[src/rtl/hz_pkg.sv]
// Shared constants and types for the hazard unit.
// Assumes a 32-entry register file (5-bit indices) and two forwarding sources.
package hz_pkg;
    localparam int REG_AW    = 5;  // register index width
    localparam int FWD_DEPTH = 2;  // producer stages after execute (memory, write-back)
    localparam int SEL_W     = 2;  // operand-select code width

    typedef enum logic [SEL_W-1:0] {
        SEL_RF  = 2'b00,
        SEL_WB  = 2'b01,
        SEL_MEM = 2'b10
    } fwd_sel_e;

    // Destination part of an instruction, all that later stages need.
    typedef struct packed {
        logic [REG_AW-1:0] rd;
        logic              wen;
    } dst_t;

    // Control fields held in the execute stage.
    typedef struct packed {
        logic [REG_AW-1:0] rs1;
        logic [REG_AW-1:0] rs2;
        dst_t              dst;
        logic              load;
    } ex_ctl_t;

    localparam ex_ctl_t EX_NOP  = '0;
    localparam dst_t    DST_NOP = '0;
endpackage

[src/rtl/hz_stage_regs.sv]
// Control registers that shadow the execute, memory and write-back stages.
// Assumes the caller holds the decode fields during a stall; on bubble the
// execute entry becomes a no-op while older entries keep advancing.
module hz_stage_regs
    import hz_pkg::*;
#(
    parameter int DEPTH = FWD_DEPTH
) (
    input  logic                  clk,
    input  logic                  rst_n,
    input  logic                  bubble,
    input  ex_ctl_t               id_in,
    output ex_ctl_t               ex_q,
    output dst_t [DEPTH-1:0]      dst_q
);
    // Execute stage: take the decode fields, or a no-op on bubble.
    always_ff @(posedge clk) begin
        if (!rst_n)      ex_q <= EX_NOP;
        else if (bubble) ex_q <= EX_NOP;
        else             ex_q <= id_in;
    end

    // Producer chain: index 0 is the memory stage, higher indices are older.
    for (genvar i = 0; i < DEPTH; i++) begin : g_chain
        if (i == 0) begin : g_head
            // Memory stage takes the destination leaving execute.
            always_ff @(posedge clk) begin
                if (!rst_n) dst_q[i] <= DST_NOP;
                else        dst_q[i] <= ex_q.dst;
            end
        end else begin : g_tail
            // Older stage takes the entry from the stage before it.
            always_ff @(posedge clk) begin
                if (!rst_n) dst_q[i] <= DST_NOP;
                else        dst_q[i] <= dst_q[i-1];
            end
        end
    end
endmodule

[src/rtl/hz_fwd_pick.sv]
// Operand-select for one execute input. Scans producers from oldest to
// youngest so the youngest match overrides. Register 0 and non-writing
// producers never match.
module hz_fwd_pick
    import hz_pkg::*;
#(
    parameter int DEPTH = FWD_DEPTH
) (
    input  logic [REG_AW-1:0]     src,
    input  dst_t [DEPTH-1:0]      prod,
    output logic [SEL_W-1:0]      sel
);
    localparam logic [REG_AW-1:0] ZERO_REG = '0;

    // Priority scan: later (younger) hits overwrite earlier (older) ones.
    always_comb begin
        sel = SEL_RF;
        for (int i = DEPTH - 1; i >= 0; i--) begin
            if (prod[i].wen && (prod[i].rd != ZERO_REG) && (prod[i].rd == src))
                sel = SEL_W'(DEPTH - i);
        end
    end
endmodule

[src/rtl/hz_load_interlock.sv]
// Load-use detector. Raises stall when the execute instruction is a writing
// load whose nonzero destination is a source of the decode instruction.
module hz_load_interlock
    import hz_pkg::*;
(
    input  logic [REG_AW-1:0] id_rs1,
    input  logic [REG_AW-1:0] id_rs2,
    input  ex_ctl_t           ex_in,
    output logic              stall
);
    logic producer_live;
    logic src_hit;

    // Only a real, writing load into a nonzero register can block.
    always_comb producer_live = ex_in.load && ex_in.dst.wen && (ex_in.dst.rd != '0);

    // Either decode source reading that register forces the stall.
    always_comb src_hit = (id_rs1 == ex_in.dst.rd) || (id_rs2 == ex_in.dst.rd);

    // Final stall decision.
    always_comb stall = producer_live && src_hit;
endmodule

[src/rtl/pipe_hazard_unit.sv]
// Forwarding and load-use interlock for a five-stage in-order pipeline.
// Tracks decode fields through shadow stage registers, produces the two
// execute operand selects and a one-cycle stall/bubble for load-use.
// Assumes the pipeline holds the decode inputs stable while stall is high.
module pipe_hazard_unit
    import hz_pkg::*;
(
    input  logic              clk,
    input  logic              rst_n,
    input  logic [REG_AW-1:0] id_rs1,
    input  logic [REG_AW-1:0] id_rs2,
    input  logic [REG_AW-1:0] id_rd,
    input  logic              id_wen,
    input  logic              id_load,
    output logic              stall,
    output logic              bubble,
    output logic [SEL_W-1:0]  fwd_a,
    output logic [SEL_W-1:0]  fwd_b
);
    localparam int NOPS = 2;

    ex_ctl_t                  id_ctl;
    ex_ctl_t                  ex_c;
    dst_t [FWD_DEPTH-1:0]     prod_c;
    logic [REG_AW-1:0]        op_src [NOPS];
    logic [SEL_W-1:0]         op_sel [NOPS];
    logic                     stall_w;

    // Pack decode fields into the stage record.
    always_comb begin
        id_ctl.rs1     = id_rs1;
        id_ctl.rs2     = id_rs2;
        id_ctl.dst.rd  = id_rd;
        id_ctl.dst.wen = id_wen;
        id_ctl.load    = id_load;
    end

    hz_stage_regs #(.DEPTH(FWD_DEPTH)) u_stages (
        .clk    (clk),
        .rst_n  (rst_n),
        .bubble (stall_w),
        .id_in  (id_ctl),
        .ex_q   (ex_c),
        .dst_q  (prod_c)
    );

    hz_load_interlock u_lock (
        .id_rs1 (id_rs1),
        .id_rs2 (id_rs2),
        .ex_in  (ex_c),
        .stall  (stall_w)
    );

    // Route execute sources to one selector per operand.
    always_comb begin
        op_src[0] = ex_c.rs1;
        op_src[1] = ex_c.rs2;
    end

    for (genvar k = 0; k < NOPS; k++) begin : g_op
        hz_fwd_pick #(.DEPTH(FWD_DEPTH)) u_pick (
            .src  (op_src[k]),
            .prod (prod_c),
            .sel  (op_sel[k])
        );
    end

    // Drive outputs; the stall also turns the next execute entry into a no-op.
    always_comb begin
        stall  = stall_w;
        bubble = stall_w;
        fwd_a  = op_sel[0];
        fwd_b  = op_sel[1];
    end
endmodule

[config.mk]
export PLATFORM = sky130hd
export DESIGN_NAME = pipe_hazard_unit
export DESIGN_NICKNAME = d
export VERILOG_FILES = /design/src/rtl/hz_pkg.sv /design/src/rtl/hz_stage_regs.sv /design/src/rtl/hz_fwd_pick.sv /design/src/rtl/hz_load_interlock.sv /design/src/rtl/pipe_hazard_unit.sv
export SDC_FILE = /design/constraint.sdc
export NUM_CORES = 1
export LEC_CHECK = 0
export BUFFER_PORTS_ARGS = -buffer_cell sky130_fd_sc_hd__buf_4
export CORE_MARGIN = 2
export CORE_UTILIZATION = 53
export CTS_CLUSTER_DIAMETER = 120
export CTS_CLUSTER_SIZE = 25
export DETAILED_ROUTE_END_ITERATION = 10
export PLACE_DENSITY = 0.81
export REMOVE_ABC_BUFFERS = 1
export SETUP_SLACK_MARGIN = 0.1
export SYNTH_ARGS = -nofsm -noshare
export SYNTH_HDL_FRONTEND = slang
export SYNTH_SLANG_ARGS = --single-unit
[constraint.sdc]
create_clock -name clk -period 2.5 [get_ports clk]
set_input_delay 0.625 -clock clk [delete_from_list [all_inputs] [get_ports clk]]
set_output_delay 0.625 -clock clk [all_outputs]
set_load 0.02 [all_outputs]
---- Yosys cells after proc, flatten, opt, wreduce, memory -nomap -nowiden ----
Index checks and enable logic that the tools add are counted.
word-level totals
  flip-flop bits (word level) ............. 29
  input bits .............................. 19
  output and inout bits ................... 6
  word-level logic and storage cells ...... 34
cells by class
  equality and inequality tests ........... 6
  muxes and demuxes ....................... 4
  bitwise logic cells ..................... 1
  reduce and logical (&&, ||, !) cells .... 14
operators by type and width
  kind                count
  == test 5 bit       6
  nonzero test 5 bit  3
  logical AND 1 bit   9
  two-way mux 2 bit   2
  two-way mux 1 bit   2
  OR reduction 2 bit  1
  logical OR 1 bit    1
  NOT 1 bit           1

---- Longest topological paths before layout ----
Gate-level depths: netlist (run 1).
  depth after elaboration ................. 5
  mapped depth ............................ 5
  depth with buffers taken out ............ 4

---- Hierarchy ----
Synthesis (run 1) repeated with hierarchy kept, for this count alone.
unflattened totals
  cells, all modules ...................... 120
  area, all modules ....................... 1,295.0 µm²
by module, submodules not included
  module             instances  cells an instance  area each (µm²)  seq. area each (µm²)
  hz_stage_regs      1          62                 852.1            580.6
  hz_fwd_pick        2          20                 151.4            0.0
  hz_load_interlock  1          17                 132.6            0.0
  pipe_hazard_unit   1          1                  7.5              0.0

---- Worst setup path after synthesis (run 1) ----
Ideal clock, no wire load.
  path type ............................... register to output
  from .................................... register u_stages.dst_q[2] (netlist bit)
  to ...................................... output fwd_a[0]
  arrival ................................. 1.667 ns
  data required time ...................... 1.875 ns
  slack ................................... 0.208 ns
  cell stages (with the launch flop) ...... 5
  buffers on the path ..................... 0
  cell sequence ........................... dfxtp_1 > or4_1 > o21ai_2 > nor4_1 > nor4_2
on the way
  longest elaborated chain between the ends .. 4
  elaborated cells on any way between the ends .. 5
  those cells by class .................... eq/ne (1); mux (1); reduce/logical (3)
ends and longest elaborated chain
  what                               RTL line                source
  from (decl)                        hz_stage_regs.sv:14     output dst_t [DEPTH-1:0] dst_q
  from (signal, indexed assignment)  hz_stage_regs.sv:29     else dst_q[i] <= ex_q.dst;
  nonzero test 5 bit                 hz_fwd_pick.sv:19       if (prod[i].wen && (prod[i].rd != ZERO_REG) && (prod[i].rd == src))
  logical AND 1 bit                  hz_fwd_pick.sv:19
  logical AND 1 bit (*)              hz_fwd_pick.sv:19
  two-way mux 2 bit (*)              hz_fwd_pick.sv:19
  to (decl)                          pipe_hazard_unit.sv:17  output logic [SEL_W-1:0] fwd_a,
Every way passes the cells marked *; elsewhere a longest branch is shown, timed or not.

---- Worst setup path in the final report (run 1) ----
  from .................................... register u_stages.dst_q[3] (netlist bit)
  to ...................................... output fwd_a[0]
Same word-level chain as after synthesis.

==> metrics, run 1 <==
outcome=completed; unique cell type count in the Yosys netlist=22; FF-to-FF setup slack=1010 ps; power per cell area=560.3 mW/mm2; Diodes inserted=0; adder-cell area share of the yosys netlist=0; Fillers=191; largest net degree at the start of global routing=30; ratio of cells with drive above 1 in the final layout=0.3926; die width=54 um; Root Buffer=clkbuf_4; TritonCTS clock tree=done; Total GRT Usage=0.2065; xor-xnor portion of the synthesized cell area=0.1983; Max clock buf depth=2; CP Max Fanout=2; Ys Warns=0; peak supply drop=342.6 uV; Post-Synthesis Cells=132; Crit. Startpoint=u_stages.dst_q[3]$_SDFF_PN0_; register area=593.1 um2; GP Congestion=0.8476; DRC errors left=0; Worst Hold Class=register to register; total gr overflow=0; Hold Buf Count CTS=0; largest family of logic cells by synthesized area=XOR/XNOR gates; vias in the first global route=937; area of the multi-input gates=711.9 um2; period utilization=0.9836; Pre-antenna DRT Iters=4; CP endpoint kind=output port; worst reg-to-reg path cell count=4; num ports=25; post-route ant nets=0; Via density=5.124; via count=989; setup TNS=0 ps; global-route wire length before repair=4160 um; clock slew at reported path FFs=90 ps; simple-gate share of the synthesized area=0.1879; Pwr Total=0.9176 mW; worst-margin pin slew=310.2 ps; Max Fclk=406.7 MHz; Rel. slew slack=0.7925; Hold Crit Start=u_stages.ex_q[1]$_SDFF_PP0_; Post-Syn Area per Cell=10.04 um2; Max-cap violations=0; Util after Layout=0.6734; area grow syn2layout=23.61%; multiplexer share of the synthesized area=0; register area share after synthesis=0.4381; IO Port Bufs=24; reg-to-reg endpoint=u_stages.ex_q[8]$_SDFF_PP0_; PnR worst setup slack=41.11 ps; row count=18; initial antenna violation count=0; Crit path top cell by count=buf_4; critical-path cell list=or4_4 > o21ai_4 > buf_4 > nor4_4 > nor4_2 > buf_4; fin. max-slew vios=0; RSZ-0062 raised after global routing=yes; Fin. Hold Viols=0; Critical Path RT=1880 ps; nets@finish=182; CP peak stage delay=520 ps; Initial Utilization=0.5448; die area=0.002916 mm2; Crit path arrival time=1830 ps; Final min period=2459 ps; clock sink count=29; clk_skew=9.921 ps; core area=0.002432 mm2; DRT iter0 DRCs=15; Compound-Gate Fraction of Synth Area=0.1199; final wirelength=2602 um; CP Launch Type=register; Num CTS Buffers=5; Setup crit end=fwd_a[0]; CTS H-Tree Depth=2; Die Y=54 um; Yosys reg bits=29; synthesized area=0.001325 mm2; leakage power=0.7111 nW; CP max-delay cell=or4_4; routed length per placed instance=13.48 um; pre-CTS setup slack=333.2 ps; final setup fails=0; r2r startpoint=u_stages.ex_q[3]$_SDFF_PP0_; post-detail-place hpwl=1820 um; worst skew pair latency=320 ps; kind of critical path=register to output port
where the power goes:
part / internal, mW / switching, mW / leakage [nW]
Clock: 0.133 / 0.148 / 0.0314
Combinational: 0.0684 / 0.0640 / 0.436
Sequential: 0.483 / 0.0214 / 0.243
Total: 0.684 / 0.233 / 0.711
placed cells by master, fill, tap and decap left out, types with 2 or more instances in the layout:
| master | netlist | routed |
|---|---|---|
| nand3_1 | 4 | 4 |
| buf_6 | 3 | 2 |
| buf_4 | 1 | 29 |
| dfxtp_2 | 0 | 7 |
| and2_2 | 2 | 2 |
| or4_1 | 4 | 3 |
| xor2_1 | 14 | 14 |
| dfxtp_1 | 29 | 21 |
| a21oi_2 | 10 | 10 |
| nand2_1 | 19 | 19 |
| a21oi_1 | 7 | 7 |
| xnor2_1 | 16 | 16 |
| nor4_2 | 2 | 2 |
| clkbuf_4 | 0 | 5 |
| nor4_4 | 0 | 2 |
| and2_1 | 11 | 11 |
metrics by stage:
step	area, um2	instances	hold WS [ps]
after floorplan	1251	125	430.1
after global placement	1484	181	484.2
after detailed placement	1484	181	482.1
after CTS	1625	192	507.3
after global routing	1638	193	520.7
final	1638	193	516.6
synth_stat cells (all sizes together):
cell type    instances  share of area
nand2               19          0.054
and2                13          0.063
buf                  5          0.046
dlygate4sd1          1         0.0066
or4                  4          0.023
o21ai                2          0.010
dfxtp               29           0.44
xor2                14          0.093
clkbuf               1         0.0028
o311a                1         0.0076
or3                  1         0.0047
a21oi               17          0.093
nor4                 4          0.028
xnor2               16           0.11
o22ai                1         0.0094
nand3                4          0.015
registers in the layout (all words and copies together) (netlist names):
register	cells
u_stages.dst_q	12
u_stages.ex_q	17
worst min-delay path by stage:
stage / end / depth (start not counted)
after floorplan: u_stages.dst_q[0]$_SDFF_PN0_ / 1
after detailed placement: u_stages.dst_q[6]$_SDFF_PN0_ / 1
final: u_stages.dst_q[0]$_SDFF_PN0_ / 1
after global routing: u_stages.dst_q[0]$_SDFF_PN0_ / 1
after global placement: u_stages.dst_q[6]$_SDFF_PN0_ / 1
after CTS: u_stages.dst_q[0]$_SDFF_PN0_ / 1
critical path: cells and delay by family (launching register included):
kind / cells / cell delay [ps]
AO/OA/AOI/OAI: 1 / 160
buffers and inverters: 2 / 310
flip-flops: 1 / 350
AND/OR/NAND/NOR: 3 / 690
per-layer routing:
layer / GRT usage / wire [um] / vias up
met5: 0 / 0 / -
met4: 0.07917 / 61 / 0
met3: 0.07500 / 137 / 6
met2: 0.3537 / 1330 / 34
met1: 0.2329 / 1072 / 452
li1: - / - / 497
cell families after synthesis:
family,count (synthesis)
xor+xnor,30
simple gates,45
compound gates,21
flops,29
buf+inv,7
final cells by class:
type / instances / share of cell area
clock buffers: 7 / 0.03361
multi-input cells: 96 / 0.4347
flip-flops and latches: 29 / 0.3621
well taps: 30 / 0.02292
repair buffers: 31 / 0.1467
timing repair:
action / 4_1_cts / 5_1_grt
resized for setup: 15 / 2
endpoints found under the setup margin: 2 / 5
buffers inserted: 4 / 1
pin swaps: 6 / 2
(Power assumes the default switching activity.)
==> inputs of run 2 (changes only) <==
BUFFER_PORTS_ARGS = unset   (was -buffer_cell sky130_fd_sc_hd__buf_4)
CORE_UTILIZATION = 58   (was 53)
CTS_BUF_LIST = sky130_fd_sc_hd__clkbuf_4   (was unset)
DONT_BUFFER_PORTS = 1   (was unset)
GPL_TIMING_DRIVEN = 0   (was unset)
PLACE_DENSITY = 0.78   (was 0.81)
==> run 2 against run 1 <==
  * Final area is 11% lower
  * Clock power is 11% lower
  * Cell count is 13% lower
  * Via count is 9.2% lower
  * Non-clock buffer count is 24 lower
  * Worst setup slack better by 3.9 ps
  * Register-to-register slack worse by 60 ps
  * Critical path type unchanged
  * Critical endpoint is now fwd_b[0]
  * Largest power group unchanged
==> metrics, run 2 (synthesized netlist as in run 1, its figures left out) <==
reg-to-reg endpoint=u_stages.ex_q[12]$_SDFF_PP0_; via count=898; Total GRT Usage=0.2108; met3 WL=140 um; DRT iter0 DRCs=14; worst skew pair latency=320 ps; placed cell count=153; WHS Endpoint=u_stages.ex_q[13]$_SDFF_PP0_; fin. max-slew vios=0; CP peak stage delay=550 ps; global-route wire length before repair=3926 um; Final min period=2455 ps; Initial Utilization=0.6048; outcome=completed; IO Port Bufs=0; Critical Path RT=1880 ps; row count=17; die width=51.80 um; largest net degree at the start of global routing=30; Biggest register=u_stages.ex_q; CP max-delay cell=or4_4; peak supply drop=420.5 uV; vias in the first global route=903; setup TNS=0 ps; wire length on met2=1211 um; final setup fails=0; critical-path cell list=or4_4 > o21ai_2 > or4_4 > nor4_4; Post-Route M1 WL=902 um; core area=0.002191 mm2; Diodes inserted=0; DRC errors left=0; Rel. slew slack=0.4775; Util after Layout=0.6659; max FFs per register=17; CP Max Fanout=3; Hold Crit Start=id_rs1[1]; Buf/Inv on CP=0; Finished Layout Cells=168; Die Y=51.80 um; Root Buffer=clkbuf_4; final wirelength=2322 um; Max clock buf depth=2; power per cell area=584.7 mW/mm2; top flop regs=u_stages.ex_q x17, u_stages.dst_q x12; nets@finish=158; Crit path top cell by count=or4_4; most common cell after layout, fill and taps aside=dfxtp_1; Worst Hold Class=input pin to register; kind of critical path=register to output port; Max-cap violations=0; CP Depth=4; worst-margin pin slew=777.3 ps; period utilization=0.9820; FF-to-FF setup slack=950 ps; Max Fclk=407.3 MHz; Hold Path Stages=2; r2r startpoint=u_stages.ex_q[3]$_SDFF_PP0_; Hold Buf Count CTS=0; Pre-antenna DRT Iters=4; ratio of cells with drive above 1 in the final layout=0.2857; TritonCTS clock tree=done; worst reg-to-reg path cell count=4; clock slew at reported path FFs=90 ps; routed length per placed instance=13.82 um; most frequent cells in the layout=dfxtp_1, nand2_1, xnor2_1; Num CTS Buffers=5; num ports=25; clock sink count=29; die area=0.002683 mm2; leakage power=0.5925 nW; final instance area=0.001459 mm2; post-route ant nets=0; CTS H-Tree Depth=2; CP endpoint kind=output port; clk_skew=11.77 ps; Via density=5.345; Top delay family on crit path=simple AND/OR/NAND/NOR gates; RSZ-0062 raised after global routing=yes; area grow syn2layout=10.10%; Post-DP Area=0.001286 mm2; GP Congestion=0.7921; Crit path arrival time=1830 ps; post-detail-place hpwl=1605 um; Top Layer Used=met4; Pwr Total=0.8530 mW; CP Launch Type=register; initial antenna violation count=0; Fin. Hold Viols=0; total gr overflow=0
[run 2: per-layer routing]
| metal | vias up | GRT usage |
|---|---|---|
| met5 | - | 0 |
| met4 | 0 | 0.1316 |
| met3 | 7 | 0.09195 |
| met2 | 30 | 0.3697 |
| met1 | 408 | 0.1996 |
| li1 | 453 | - |
[run 2: worst max-delay path by stage]
stage                                        startpoint       end  slack (ps)
after floorplan                               id_rs1[4]    bubble          10
after global placement                        id_rs2[4]     stall        -170
after detailed placement                      id_rs2[4]     stall        -200
after CTS                  u_stages.dst_q[7]$_SDFF_PN0_  fwd_b[0]          30
after global routing       u_stages.dst_q[2]$_SDFF_PN0_  fwd_a[0]         -90
final                     u_stages.dst_q[11]$_SDFF_PN0_  fwd_b[0]          40
[run 2: timing repair]
action / CTS / global route
pin swaps: 5 / 1
setup endpoints to repair: 6 / 6
cloned: 0 / 0
setup buffers: 4 / 3
gates resized for setup: 16 / 0
[run 2: layout make-up]
cell class | instances | area, um2
multi-input cells | 96 | 735.7
fillers | 173 | 732.0
flip-flops and latches | 29 | 585.6
repair buffers | 7 | 52.55
clock buffers | 5 | 37.54
well taps | 28 | 35.03
clock inverters | 3 | 12.51
[run 2: per-stage QoR]
step	worst slack [ps]	hold WS, ps
after floorplan	11.54	430.1
after detailed placement	-202.6	454.0
after CTS	27.58	394.2
after global routing	-88.48	401.0
after global placement	-172.6	457.4
final	44.98	414.9
[run 2: power by group]
group	leakage (nW)	switching, mW	total, mW	internal [mW]
Sequential	0.242	0.0215	0.505	0.484
Combinational	0.321	0.0492	0.0997	0.0505
Clock	0.0300	0.147	0.248	0.101
Total	0.592	0.218	0.853	0.635
==> inputs of run 3 (changes only) <==
CAP_MARGIN = 20   (was unset)
CORE_MARGIN = unset   (was 2)
==> run 3 against run 2 <==
  * Routed wire length increased by 4.9%
  * Register-to-register slack worse by 50 ps
  * Die area is 7.6% lower
  * Count of clock-buffer cells in the layout rose by 1
  * Sequential share of layout area decreased by 0.052 points
  * Power rose by 1.7%
  * Largest cell class unchanged
  * Largest power group unchanged
==> metrics, run 3 (synthesized netlist as in run 1, its figures left out) <==
critical-path cell list=or4_4 > o21ai_1 > or4_4 > nor4_4; Crit path top cell by count=or4_4; Pre-antenna DRT Iters=3; ratio of cells with drive above 1 in the final layout=0.2993; num ports=25; most common cell after layout, fill and taps aside=dfxtp_1; Worst Hold Class=input pin to register; Biggest register=u_stages.ex_q; max FFs per register=17; initial antenna violation count=0; peak supply drop=435.5 uV; CP Max Fanout=3; RSZ-0062 raised after global routing=yes; TritonCTS clock tree=done; final instance area=0.001470 mm2; most frequent cells in the layout=dfxtp_1, nand2_1, xnor2_1; nets@finish=156; core area=0.002062 mm2; Total GRT Usage=0.2280; vias in the first global route=947; DRT iter0 DRCs=7; CP peak stage delay=500 ps; clk_skew=6.642 ps; worst reg-to-reg path cell count=4; Post-DP Area=0.001285 mm2; GP Congestion=0.8156; row count=16; post-detail-place hpwl=1630 um; Hold Slack=413.4 ps; CTS H-Tree Depth=2; Rel. slew slack=0.6718; Top delay family on crit path=simple AND/OR/NAND/NOR gates; Via density=5.439; die area=0.002480 mm2; Buf/Inv on CP=0; Max Fclk=411.5 MHz; fin. max-slew vios=0; largest net degree at the start of global routing=30; CP max-delay cell=or4_4; Crit path arrival time=1800 ps; top flop regs=u_stages.ex_q x17, u_stages.dst_q x12; power per cell area=590.1 mW/mm2; CP endpoint kind=output port; period utilization=0.9720; Final min period=2430 ps; final wirelength=2436 um; Fin. Hold Viols=0; Initial Utilization=0.6426; IO Port Bufs=0; worst-margin pin slew=488.7 ps; via count=892; clock sink count=29; Finished Layout Cells=164; post-route ant nets=0; Root Buffer=clkbuf_4; worst skew pair latency=310 ps; die width=49.80 um; global-route wire length before repair=4029 um; Max-cap violations=0; Max clock buf depth=2; area grow syn2layout=10.95%; Die Y=49.80 um; Hold Path Stages=2; Critical Path RT=1880 ps; Num CTS Buffers=5; Fillers=165; CP Depth=4; CP Launch Type=register; placed cell count=152; DRC errors left=0; Diodes inserted=0; kind of critical path=register to output port; total gr overflow=0; routed length per placed instance=14.85 um; clock slew at reported path FFs=80 ps; leakage power=0.5842 nW; Hold Buf Count CTS=0; outcome=completed; final setup fails=0
==> run 3: cell count changes in the layout (fill, tap and decap cells not counted), moves of 2 or more <==
| cell | delta |
|---|---|
| buf_4 | -2 |
| o21ai_2 | -2 |
| dfxtp_2 | +3 |
| dfxtp_1 | -3 |
| nor4_2 | -2 |
| nor4_4 | +2 |
==> run 3: cell type report <==
| class | instances | area [um2] | area share |
|---|---|---|---|
| Clock inverter | 1 | 3.754 | 0.002553 |
| Timing Repair Buffer | 5 | 37.54 | 0.02553 |
| Sequential cell | 29 | 589.3 | 0.4009 |
| Tap cell | 27 | 33.78 | 0.02298 |
| Multi-Input combinational cell | 96 | 760.7 | 0.5174 |
| Clock buffer | 6 | 45.04 | 0.03064 |
==> run 3: stage by stage <==
stage / setup WS, ps / util / power (mW) / TNS, ps
after floorplan: 11.54 / - / 0.5812 / 0
after detailed placement: -188.7 / 0.6232 / 0.5986 / -377.3
after global routing: 2.286 / 0.7130 / 0.9031 / 0
final: 70.02 / 0.7130 / 0.8676 / 0
after global placement: -170.8 / 0.6232 / 0.5938 / -341.6
after CTS: 56.88 / 0.7093 / 0.8706 / 0
==> run 3: where the power goes <==
part	switching (mW)	internal (mW)
Sequential	0.0223	0.484
Combinational	0.0551	0.0522
Clock	0.141	0.113
Total	0.219	0.649
==> run 3: worst paths after layout <==
kind / slack (ps) / from / end
worst max-delay path: 70 / u_stages.dst_q[7]$_SDFF_PN0_ / fwd_b[0]
worst max register to register: 900 / u_stages.ex_q[3]$_SDFF_PP0_ / u_stages.ex_q[12]$_SDFF_PP0_
worst min-delay path: 410 / id_rs1[3] / u_stages.ex_q[15]$_SDFF_PP0_
worst min register to register: 500 / u_stages.ex_q[1]$_SDFF_PP0_ / u_stages.dst_q[0]$_SDFF_PN0_
==> run 3: what timing repair did <==
item,in CTS,in global routing
setup endpoints to repair,6,4
resized for setup,22,0
pin swaps,8,3
setup buffers,4,1
==> run 3: layer usage <==
metal,global-route usage,part of all wire
met5,0,0
met4,0.1333,0.030
met3,0.08333,0.049
met2,0.4167,0.51
met1,0.2136,0.42
==> run 3: worst reg2reg max path, cell delays in order (launching register included) <==
cell and delay (ps):
dfxtp_1 350, or3_1 400, o311a_4 390, buf_4 220, a21oi_1 170
